===== src/rtl/dlist_pkg.sv =====
package dlist_pkg;

    parameter int ADDR_W = 16;
    parameter int BANK_W = 3;
    parameter int REG_W  = 8;
    parameter int OFF_W  = 8;
    parameter int STEP_W = 2;
    localparam int FETCH_W = ADDR_W + BANK_W;

    // Register offsets. The jump pointer and jump strobe offsets are fixed
    // by the coprocessor move instruction encodings that target them.
    parameter logic [REG_W-1:0] OFS_START_LO = 8'h3E;
    parameter logic [REG_W-1:0] OFS_START_HI = 8'h3F;
    parameter logic [REG_W-1:0] OFS_START_GO = 8'h40;
    parameter logic [REG_W-1:0] OFS_JUMP_LO  = 8'h41;
    parameter logic [REG_W-1:0] OFS_JUMP_HI  = 8'h42;
    parameter logic [REG_W-1:0] OFS_JUMP_GO  = 8'h43;

    // Bit of the jump strobe value that requests a bank change.
    parameter int BANK_TRIG_BIT = 3;

    typedef enum logic {
        ST_HALT = 1'b0,
        ST_RUN  = 1'b1
    } seq_state_t;

    typedef enum logic [2:0] {
        ACT_HOLD,
        ACT_RESTART,
        ACT_JUMP,
        ACT_START_GO,
        ACT_BRANCH,
        ACT_STEP
    } pc_act_t;

    typedef struct packed {
        logic             wr;
        logic [REG_W-1:0] addr;
        logic [REG_W-1:0] data;
    } reg_wr_t;

endpackage


===== src/rtl/dlist_regs.sv =====
module dlist_regs
    import dlist_pkg::*;
(
    input  logic              clk,
    input  logic              rst_n,
    input  logic              host_wr,
    input  logic [REG_W-1:0]  host_addr,
    input  logic [REG_W-1:0]  host_data,
    input  logic              cop_wr,
    input  logic [REG_W-1:0]  cop_addr,
    input  logic [REG_W-1:0]  cop_data,
    output logic [ADDR_W-1:0] start_ptr,
    output logic [ADDR_W-1:0] jump_ptr,
    output logic              jump_go,
    output logic [REG_W-1:0]  jump_val,
    output logic              start_go
);

    localparam int BYTES = ADDR_W / REG_W;

    reg_wr_t wsel;

    // Host has priority over the coprocessor on a shared cycle.
    always_comb begin
        if (host_wr) begin
            wsel.wr   = 1'b1;
            wsel.addr = host_addr;
            wsel.data = host_data;
        end else begin
            wsel.wr   = cop_wr;
            wsel.addr = cop_addr;
            wsel.data = cop_data;
        end
    end

    logic [BYTES-1:0] start_hit;
    logic [BYTES-1:0] jump_hit;

    always_comb begin
        start_hit = '0;
        jump_hit  = '0;
        if (wsel.wr) begin
            start_hit[0] = (wsel.addr == OFS_START_LO);
            start_hit[1] = (wsel.addr == OFS_START_HI);
            jump_hit[0]  = (wsel.addr == OFS_JUMP_LO);
            jump_hit[1]  = (wsel.addr == OFS_JUMP_HI);
        end
    end

    for (genvar b = 0; b < BYTES; b++) begin : g_byte
        always_ff @(posedge clk) begin
            if (!rst_n) begin
                start_ptr[b*REG_W +: REG_W] <= '0;
                jump_ptr[b*REG_W +: REG_W]  <= '0;
            end else begin
                if (start_hit[b])
                    start_ptr[b*REG_W +: REG_W] <= wsel.data;
                if (jump_hit[b])
                    jump_ptr[b*REG_W +: REG_W] <= wsel.data;
            end
        end
    end

    assign jump_go  = wsel.wr && (wsel.addr == OFS_JUMP_GO);
    assign start_go = wsel.wr && (wsel.addr == OFS_START_GO);
    assign jump_val = wsel.data;

endmodule


===== src/rtl/dlist_fsm.sv =====
module dlist_fsm
    import dlist_pkg::*;
(
    input  logic              clk,
    input  logic              rst_n,
    input  logic              list_en,
    input  logic              frame_start,
    input  logic              jump_go,
    input  logic              start_go,
    input  logic              end_list,
    input  logic              branch,
    input  logic              advance,
    output pc_act_t           act,
    output logic              running
);

    seq_state_t state_q;
    seq_state_t state_d;

    // State register.
    always_ff @(posedge clk) begin
        if (!rst_n)
            state_q <= ST_HALT;
        else
            state_q <= state_d;
    end

    // Next state and action. Priority order: frame start, jump strobe,
    // start strobe, end of list, branch, step.
    always_comb begin
        state_d = state_q;
        act     = ACT_HOLD;
        unique case (state_q)
            ST_HALT: begin
                if (frame_start) begin
                    if (list_en) begin
                        state_d = ST_RUN;      // T_START
                        act     = ACT_RESTART;
                    end
                end else if (jump_go) begin
                    act = ACT_JUMP;
                end else if (start_go) begin
                    act = ACT_START_GO;
                end
            end
            ST_RUN: begin
                if (frame_start) begin
                    if (list_en) begin
                        act = ACT_RESTART;     // T_RESTART
                    end else begin
                        state_d = ST_HALT;     // T_DISABLE
                    end
                end else if (jump_go) begin
                    act = ACT_JUMP;
                end else if (start_go) begin
                    act = ACT_START_GO;
                end else if (end_list) begin
                    state_d = ST_HALT;         // T_STOP
                end else if (branch) begin
                    act = ACT_BRANCH;
                end else if (advance) begin
                    act = ACT_STEP;
                end
            end
            default: begin
                state_d = ST_HALT;
            end
        endcase
    end

    // Output process.
    always_comb begin
        running = (state_q == ST_RUN);
    end

endmodule


===== src/rtl/dlist_pc.sv =====
module dlist_pc
    import dlist_pkg::*;
(
    input  logic              clk,
    input  logic              rst_n,
    input  pc_act_t           act,
    input  logic [ADDR_W-1:0] start_ptr,
    input  logic [ADDR_W-1:0] jump_ptr,
    input  logic [REG_W-1:0]  jump_val,
    input  logic [OFF_W-1:0]  branch_off,
    input  logic [STEP_W-1:0] adv_words,
    output logic [FETCH_W-1:0] fetch_addr
);

    logic [ADDR_W-1:0] pc_q,   pc_d;
    logic [BANK_W-1:0] bank_q, bank_d;

    logic [ADDR_W-1:0] off_ext;
    assign off_ext = {{(ADDR_W-OFF_W){branch_off[OFF_W-1]}}, branch_off};

    always_comb begin
        pc_d   = pc_q;
        bank_d = bank_q;
        unique case (act)
            ACT_HOLD:     pc_d = pc_q;
            ACT_RESTART:  pc_d = start_ptr;
            ACT_JUMP: begin
                pc_d = jump_ptr;
                if (jump_val[BANK_TRIG_BIT])
                    bank_d = jump_val[BANK_W-1:0];
            end
            ACT_START_GO: pc_d = start_ptr;
            ACT_BRANCH:   pc_d = pc_q + off_ext;
            ACT_STEP:     pc_d = pc_q + ADDR_W'(adv_words);
            default:      pc_d = pc_q;
        endcase
    end

    always_ff @(posedge clk) begin
        if (!rst_n) begin
            pc_q   <= '0;
            bank_q <= '0;
        end else begin
            pc_q   <= pc_d;
            bank_q <= bank_d;
        end
    end

    assign fetch_addr = {bank_q, pc_q};

endmodule


===== src/rtl/dlist_seq.sv =====
module dlist_seq
    import dlist_pkg::*;
(
    input  logic               clk,
    input  logic               rst_n,
    input  logic               list_en,
    input  logic               frame_start,
    input  logic               host_wr,
    input  logic [7:0]         host_addr,
    input  logic [7:0]         host_data,
    input  logic               cop_wr,
    input  logic [7:0]         cop_addr,
    input  logic [7:0]         cop_data,
    input  logic               advance,
    input  logic [1:0]         adv_words,
    input  logic               branch,
    input  logic [7:0]         branch_off,
    input  logic               end_list,
    output logic [18:0]        fetch_addr,
    output logic               running
);

    logic [ADDR_W-1:0] start_ptr;
    logic [ADDR_W-1:0] jump_ptr;
    logic              jump_go;
    logic              start_go;
    logic [REG_W-1:0]  jump_val;
    pc_act_t           act;

    dlist_regs u_regs (
        .clk       (clk),
        .rst_n     (rst_n),
        .host_wr   (host_wr),
        .host_addr (host_addr),
        .host_data (host_data),
        .cop_wr    (cop_wr),
        .cop_addr  (cop_addr),
        .cop_data  (cop_data),
        .start_ptr (start_ptr),
        .jump_ptr  (jump_ptr),
        .jump_go   (jump_go),
        .jump_val  (jump_val),
        .start_go  (start_go)
    );

    dlist_fsm u_fsm (
        .clk         (clk),
        .rst_n       (rst_n),
        .list_en     (list_en),
        .frame_start (frame_start),
        .jump_go     (jump_go),
        .start_go    (start_go),
        .end_list    (end_list),
        .branch      (branch),
        .advance     (advance),
        .act         (act),
        .running     (running)
    );

    dlist_pc u_pc (
        .clk        (clk),
        .rst_n      (rst_n),
        .act        (act),
        .start_ptr  (start_ptr),
        .jump_ptr   (jump_ptr),
        .jump_val   (jump_val),
        .branch_off (branch_off),
        .adv_words  (adv_words),
        .fetch_addr (fetch_addr)
    );

endmodule


===== config.mk =====
export PLATFORM = sky130hd
export DESIGN_NAME = dlist_seq
export DESIGN_NICKNAME = d
export VERILOG_FILES = /design/src/rtl/dlist_pkg.sv /design/src/rtl/dlist_regs.sv /design/src/rtl/dlist_fsm.sv /design/src/rtl/dlist_pc.sv /design/src/rtl/dlist_seq.sv
export SDC_FILE = /design/constraint.sdc
export NUM_CORES = 1
export LEC_CHECK = 0
export ABC_AREA = 1
export CAP_MARGIN = 5
export CORE_ASPECT_RATIO = 1.2
export CORE_MARGIN = 1.5
export CORE_UTILIZATION = 34
export CTS_BUF_LIST = sky130_fd_sc_hd__clkbuf_8
export CTS_CLUSTER_DIAMETER = 150
export DETAILED_ROUTE_END_ITERATION = 8
export SLEW_MARGIN = 20
export SYNTH_ARGS = -nofsm -noshare
export SYNTH_HDL_FRONTEND = slang
export SYNTH_SLANG_ARGS = --single-unit

===== constraint.sdc =====
create_clock -name clk -period 4.3 [get_ports clk]
set_input_delay 0.43 -clock clk [delete_from_list [all_inputs] [get_ports clk]]
set_output_delay 0.43 -clock clk [all_outputs]
set_load 0.05 [all_outputs]

## After elaboration in Yosys (flattened, before gate mapping)

Cells that the tools add are included.

| storage, ports and cells | value |
|---|---|
| register bits | 52 |
| logic and storage cells | 48 |

| cells by class | value |
|---|---|
| add/subtract/negate cells | 2 |
| equal/unequal tests | 11 |
| mux-type cells | 22 |
| bitwise operators | 1 |
| reductions and logical operators | 5 |

Operators with widths:

| operator | number |
|---|---|
| case mux 16 bit (4 select lines) | 1 |
| equality test 8 x 7 -> 1 bit, second input constant | 4 |
| 2-to-1 mux 3 bit | 8 |
| 2-to-1 mux 17 bit | 1 |
| adder 16 bit | 1 |
| adder 16 x 2 -> 16 bit | 1 |
| equality test 8 x 6 -> 1 bit, second input constant | 2 |
| 2-to-1 mux 1 bit | 7 |
| equality test 3 x 2 -> 1 bit, second input constant | 2 |
| equality test 3 bit, second input constant | 2 |
| 2-to-1 mux 2 bit | 3 |
| case mux 3 bit (2 select lines) | 1 |
| nonzero test 4 bit | 1 |
| equality test 3 x 1 -> 1 bit, second input constant | 1 |
| logical AND 1 bit | 2 |
| case mux 1 bit (2 select lines) | 1 |
| AND reduction 2 bit | 1 |
| OR reduction 2 bit | 1 |
| NOT 1 bit | 1 |

## Depth between registers and ports, before layout

Gate-level depths: netlist of the first run.

| depth | value |
|---|---|
| depth in word-level cells | 10 |
| depth in mapped cells | 32 |

## By module

From an unflattened synthesis of the first run, not the netlist that was laid out.

| second synthesis, totals | value |
|---|---|
| cells, all modules | 651 |
| area, all modules | 4199.0 um^2 |

By module, submodules not included:

| module | times used | cells each | area an instance (um^2) | seq. area each (um^2) |
|---|---|---|---|---|
| dlist_regs | 1 | 332 | 2215.9 | 640.6 |
| dlist_pc | 1 | 296 | 1855.5 | 380.4 |
| dlist_fsm | 1 | 23 | 127.6 | 20.0 |

## Worst setup path before layout of the first run

No wires, ideal clock.

| timing | value |
|---|---|
| path kind | input to register |
| from | input host_wr |
| to | register u_pc.pc_q[9] |
| library setup time | 0.128 ns |
| arrival | 3.183 ns |
| data required time | 4.172 ns |
| setup slack | 0.990 ns |
| stages on the path | 30 |
| buffers on the path | 3 |
| cell sequence | buf_6 > inv_8 > buf_8 > nand2_2 > nand2_2 > nand2_2 > nor2_2 > nand3_2 > nand2_1 > nand2_1 > nand2_2 > nand3_4 > buf_6 > nand2_1 > inv_1 > ha_1 > a21oi_1 > nand2_1 > nand2_1 > nand2_1 > a21oi_1 > nor2_1 > o21ai_0 > nand2_1 > nand3_2 > nand2_1 > o21ai_0 > a21oi_1 > nor3_1 > nor2_1 |

| between the ends | value |
|---|---|
| word-level cells in the longest chain between the ends | 10 |
| elaborated cells on any way between the ends | 20 |
| those cells by class | 7 x eq/ne; 9 x mux; 4 x reduce/logical |

Ends and longest elaborated chain:

| item | line | source |
|---|---|---|
| from (decl) | dlist_seq.sv:8 | `input logic host_wr,` |
| 2-to-1 mux 17 bit (*) | dlist_regs.sv:25 | `if (host_wr) begin` |
| equality test 8 x 7 -> 1 bit | dlist_regs.sv:65 | `assign start_go = wsel.wr && (wsel.addr == OFS_START_GO);` |
| logical AND 1 bit | dlist_regs.sv:65 |  |
| 2-to-1 mux 3 bit / 2-to-1 mux 2 bit (equally long branches) | dlist_fsm.sv:55, dlist_fsm.sv:42 |  |
| 2-to-1 mux 3 bit, on equally long branches | dlist_fsm.sv:53, dlist_fsm.sv:40 |  |
| 2-to-1 mux 3 bit, on equally long branches | dlist_fsm.sv:47, dlist_fsm.sv:35 |  |
| case mux 3 bit (2 select lines) (*) | dlist_fsm.sv:33 | `unique case (state_q)` |
| equality test 3 x 1 -> 1 bit / equality test 3 x 2 -> 1 bit (equally long branches) | dlist_pc.sv:24 | `unique case (act)` |
| OR reduction 2 bit (no source line) | n/a |  |
| case mux 16 bit (4 select lines) / nonzero test 4 bit (equally long branches) | n/a |  |
| to (signal assigned) | dlist_pc.sv:44 | `pc_q <= pc_d;` |
| to (decl) | dlist_pc.sv:15 | `logic [ADDR_W-1:0] pc_q, pc_d;` |

Mark *: on every way between the ends. The rest lies on a longest branch, timed or not.
A chain may end at the register's enable or synchronous reset.

## Worst setup path after layout of the first run

| timing | value |
|---|---|
| from | input host_wr |
| to | register u_pc.pc_q[10] |

The elaborated chain is that of the path after synthesis.

==> key figures, run 1 <==
Placed design
  • Dpl cell area: 4190 µm²
  • Buffers on Ports: 70
  • Post-DP HPWL: 7060 µm
  • GP Congestion: 0.821

Timing
  • Setup violators final: 0
  • Fmax achieved: 0.253 GHz
  • Slew @ Worst Pin: 0.586 ns
  • Hold WS: about 0.45 ns
  • Final slew viol count: 0
  • TNS Setup: 0 ns
  • Max-slew headroom: 60.8%
  • Final Hold Vio Count: 0
  • Clock skew: 0.00655 ns
  • Final period util: 92.0%
  • Minimum clock period: slightly below 4 ns
  • RSZ-0062 raised after global routing: no

Yosys
  • Post-Syn Area: ~3400 µm²
  • Average size of a mapped cell: 6.37 µm²
  • Asr flop ratio synth: 0%
  • Synth Warn #: 0
  • Main synth FF type: dfxtp_1
  • Post-synth EDFFs: 0
  • Flip-flop and latch count after synthesis: 52
  • Syn_nets: 595
  • Cells after Synth: around 530
  • Register area share after synthesis: 30.6%
  • Cell variety after synth: 41

Worst hold path
  • Worst min-delay path category: flip-flop to flip-flop

Worst setup path
  • Crit Path Class: input port to flip-flop
  • Worst EP required: 4.54 ns
  • CP endpoint kind: flip-flop
  • Slowest stage delay, CP: 0.46 ns
  • WP buf/inv: 3
  • Most frequent CP cell: nand2_1
  • Slowest CP cell: clkdlybuf4s50_1
  • CP Launch Type: input port
  • R2R setup slack: 0.93 ns
  • CP max FO: 18
  • Crit path max-delay family: simple AND/OR/NAND/NOR gates
  • CP arrival: 4.19 ns

Die
  • I/O pins: 71
  • Die area: 10600 µm²
  • Starting Density: between 30% and 40%
  • Die Ht: 112 µm
  • Die width: 94.2 µm
  • Rows: 39
  • Core Region: 9610 µm²

Power
  • LEAKAGE: 1.87 nW
  • Power, Total: 969 µW
  • Worst vdd ir: approximately 0.00013 V
  • PwrDens: 227 nW/µm²

Routing
  • DR iter-0 viols: 185
  • DRT Pass-1 Iters: 6
  • Post-route DRC: 0
  • Antenna Nets Post-Route: 0
  • Vias/cell: 4.77
  • Vias: 3439
  • WL/cell: 12.4 µm
  • Drt total wl: 8930 µm

Clocking
  • Setup bufs post-CTS: 0
  • CTS tree: done
  • Post_cts resized: 0
  • H-tree levels: 2
  • Clk_lat worst skew: 0.31 ns
  • Clock transition at the registers of the reported paths: 0.09 ns
  • TritonCTS Buffers: 5
  • Num Clock Sinks: 52
  • Hold_buf cts: 0
  • Max Root-Sink Buffers: 2
  • Root Driver: clkbuf_8

GRT
  • Vias in the first global route: roughly 3200
  • First-pass GRT wire length: 15000 µm
  • Total GRT Usage: 17.7%
  • GRT overflow: 0
  • Largest net degree at the start of global routing: 42
  • Initial antenna violation count: 0

Layout
  • Share of cells above drive strength 1: 7.53%
  • Final nets: 659
  • Most common cell after layout, fill and taps aside: nand2_1
  • N_diodes: 0
  • Design area: around 4300 µm²
  • Most frequent cells in the layout: nand2_1, inv_1, clkdlybuf4s50_1
  • Area delta synth->final: 25.9%

Job
  • Max-Cap Viols: 0

Status
  • Outcome: finished clean
## power breakdown
group,leakage (nW),internal (mW),switching [mW],total (mW)
clock,0.0510,0.129,0.158,0.287
combinational,1.40,0.0828,0.110,0.193
sequential,0.419,0.485,0.00358,0.489
## synthesized netlist by cell type (4+ instances only)
| library cell | count | share of area (%) |
|---|---|---|
| o22ai_1 | 4 | 0.74 |
| clkbuf_1 | 10 | 1.1 |
| o221ai_1 | 4 | 1.0 |
| nand2_2 | 12 | 2.2 |
| nand3_1 | 28 | 4.1 |
| ha_1 | 10 | 3.7 |
| nor2_1 | 37 | 4.1 |
| a21oi_1 | 54 | 8.0 |
| dfxtp_1 | 52 | 31 |
| inv_1 | 86 | 9.5 |
| nand2_1 | 140 | 15 |
| o21ai_0 | 42 | 6.2 |
| nor2_2 | 6 | 1.1 |
## flip-flops by register name (all words and copies together), names as in the netlist
register and cells:
u_pc.pc_q 16, u_fsm.running 1, u_regs.jump_ptr 16, u_pc.bank_q 3, u_regs.start_ptr 16
## kinds of logic (layout without fill, tap and decap cells)
group           Yosys count  in the layout  share of synthesized area [%]
compound gates          122            122                           20.3
xor+xnor                  2              2                          0.516
fa+ha+maj                11             11                           4.27
buf+inv                 107            172                           13.0
flops                    52             52                           30.6
simple gates            239            239                           31.3
## worst min-delay path, cell delays in order, from the launching register on
cell     delay (ns)
dfxtp_1        0.32
inv_1          0.05
a21oi_1        0.05
## per-layer routing
layer	global-route usage, %	share of wire, %	routed length, µm
met1	23.7	47	4220
met2	28.5	46	4130
met3	2.57	4.3	385
met4	6.37	2.1	192
met5	0	0	0
## worst paths after layout
kind / depth (start not counted) / from / endpoint
worst max-delay path: 26 / host_wr / u_pc.pc_q[10]
worst min-delay path: 2 / u_regs.start_ptr[6] / u_regs.start_ptr[6]
worst max register to register: 20 / u_fsm.running / u_pc.pc_q[10]
worst min register to register: 2 / u_regs.start_ptr[6] / u_regs.start_ptr[6]
## final cells by class
type                       instances  area (µm²)
clock buffer                       6        82.6
timing repair buffer              74         731
inverter                          90         345
tap                              123         154
fill                            1022        5340
multi-input combinational        374        1910
sequential                        52        1040
clock inverter                     2        10.0
## stage by stage
stage	util, %	instances	setup WS (ns)
finish	44.5	721	0.344
global route	44.5	721	0.0263
CTS	44.5	721	0.357
detailed placement	43.5	713	0.0365
global placement	43.5	713	0.107
floorplan	-	533	0.990
No activity file was read; power rests on OpenSTA's default activity.
==> inputs of run 2 (changes only) <==
--- a/config.mk
+++ b/config.mk
@@ -8,7 +8,7 @@
 export ABC_AREA = 1
 export CAP_MARGIN = 5
 export CORE_ASPECT_RATIO = 1.2
-export CORE_MARGIN = 1.5
+export CORE_MARGIN = 2
 export CORE_UTILIZATION = 34
 export CTS_BUF_LIST = sky130_fd_sc_hd__clkbuf_8
 export CTS_CLUSTER_DIAMETER = 150
==> key figures, run 2 (synthesized netlist as in run 1, its figures left out) <==
Worst setup path
  • CP max FO: 12
  • Worst EP required: 4.54 ns
  • CP endpoint kind: flip-flop
  • CP arrival: 4.13 ns
  • WP buf/inv: 2
  • CP Depth: 26
  • CP Launch Type: input port
  • Worst r2r path cells: 22
  • Crit Path Class: input port to flip-flop
  • Crit path max-delay family: simple AND/OR/NAND/NOR gates
  • Slowest CP cell: clkdlybuf4s50_1
  • Most frequent CP cell: nand2_1
  • Slowest stage delay, CP: 0.60 ns

Clocking
  • Clock transition at the registers of the reported paths: 0.09 ns
  • Clk_lat worst skew: 0.31 ns
  • Hold_buf cts: 0
  • TritonCTS Buffers: 5
  • Max Root-Sink Buffers: 2
  • Root Driver: clkbuf_8
  • H-tree levels: 2
  • CTS tree: done
  • Num Clock Sinks: 52
  • Setup bufs post-CTS: 0
  • Post_cts resized: 0

Timing
  • Slew @ Worst Pin: 0.575 ns
  • Final slew viol count: 0
  • Final period util: 90.5%
  • Max-slew headroom: 61.5%
  • Clock skew: around 0.0057 ns
  • Minimum clock period: ~4 ns
  • TNS Setup: 0 ns
  • Setup violators final: 0
  • RSZ-0062 raised after global routing: no
  • Fmax achieved: between 0.2 and 0.3 GHz
  • Final Hold Vio Count: 0

Routing
  • Post-route DRC: 0
  • Vias: ~3400
  • DR iter-0 viols: roughly 240
  • WL/cell: approximately 12 µm
  • Antenna Nets Post-Route: 0
  • DRT Pass-1 Iters: 5
  • Vias/cell: 4.69
  • Drt total wl: approximately 9000 µm

Power
  • PwrDens: 242 nW/µm²
  • Clock Power Share: 34.9%
  • Sequential share of power: 46.7%
  • Sw Pwr: 273 µW
  • Worst vdd ir: roughly 0.00013 V
  • Sw Share: 26.1%
  • Combinational Power Share: 18.5%
  • LEAKAGE: 1.89 nW
  • Internal power: between 700 and 800 µW
  • Power, Total: 1.05 mW

Layout
  • Most frequent cells in the layout: nand2_1, inv_1, clkdlybuf4s50_1
  • Share of cells above drive strength 1: 7.68%
  • Fillers: 989
  • Design area: 4320 µm²
  • N_diodes: 0
  • Final nets: 660
  • Top Registers: u_pc.pc_q (16), u_regs.jump_ptr (16), u_regs.start_ptr (16)
  • FF/Latch Area: 1040 µm²
  • Most common cell after layout, fill and taps aside: nand2_1
  • Area delta synth->final: 27.1%
  • Area of the multi-input gates: between 1500 and 2000 µm²

Die
  • Die area: 10800 µm²
  • Die Ht: 113 µm
  • Die width: ~95 µm
  • Starting Density: 35.3%
  • I/O pins: 71
  • Core Region: 9610 µm²
  • Rows: 39

Worst hold path
  • Worst min-delay path category: flip-flop to flip-flop
  • Hold Path Stages: 2

GRT
  • First-pass GRT wire length: around 15000 µm
  • GRT overflow: 0
  • Vias in the first global route: 3090
  • Largest net degree at the start of global routing: 42
  • Initial antenna violation count: 0
  • Total GRT Usage: between 10% and 20%

Placed design
  • Buffers on Ports: 70
  • Dpl cell area: 4190 µm²
  • GP Congestion: 0.822
  • Post-DP HPWL: about 6900 µm

Job
  • Max-Cap Viols: 0

Status
  • Outcome: finished clean
[run 2: cell types whose count changed in the layout (fill, tap and decap cells not counted), sizes merged]
cell / change
clkinv: -2
bufinv: +1
buf: +1
clkbuf: +1
[run 2: routing by layer]
metal	global-route usage, %	up-vias	wire, µm
met5	0	-	0
met4	4.93	0	144
met3	2.64	8	431
met2	28.1	97	4000
met1	23.3	1435	4210
li1	-	1844	-
[run 2: worst register-to-register path, delay by kind of cell (launching register included)]
family	cells	cell delay, ns
flip-flops	1	0.39
AND/OR/NAND/NOR	16	1.76
adder cells (fa/ha/maj)	2	0.61
AO/OA/AOI/OAI	3	0.46
buffers and inverters	1	0.05
[run 2: final cells by class]
cell class / count / area share (%)
multi-input cells: 374 / 44.3
inverters: 90 / 8.00
clock inverters: 1 / 0.695
well taps: 123 / 3.56
repair buffers: 75 / 17.1
flip-flops and latches: 52 / 24.1
clock buffers: 7 / 2.23
[run 2: power groups by stage]
stage               registers [mW]  logic, mW  clock network (mW)
finish                       0.489      0.193               0.365
global route                 0.490      0.215               0.402
CTS                          0.489      0.194               0.376
detailed placement           0.500      0.193                   0
global placement             0.500      0.193                   0
floorplan                    0.509      0.105                   0
[run 2: worst paths after layout]
check / start / to / slack (ns)
setup reg to reg: u_fsm.running / u_pc.pc_q[14] / 0.97
hold / removal: u_regs.start_ptr[4] / u_regs.start_ptr[4] / 0.45
hold reg to reg: u_regs.start_ptr[4] / u_regs.start_ptr[4] / 0.45
setup / recovery: host_wr / u_pc.pc_q[14] / 0.41
[run 2: metrics by stage]
step	utilization (%)	setup slack [ns]	hold WS, ns	cells
after floorplan	-	0.990	0.424	533
after global placement	43.6	0.130	0.434	714
after detailed placement	43.6	0.0917	0.439	714
after CTS	44.9	0.425	0.452	722
after global routing	44.9	0.0723	0.473	722
final	44.9	0.410	0.450	722
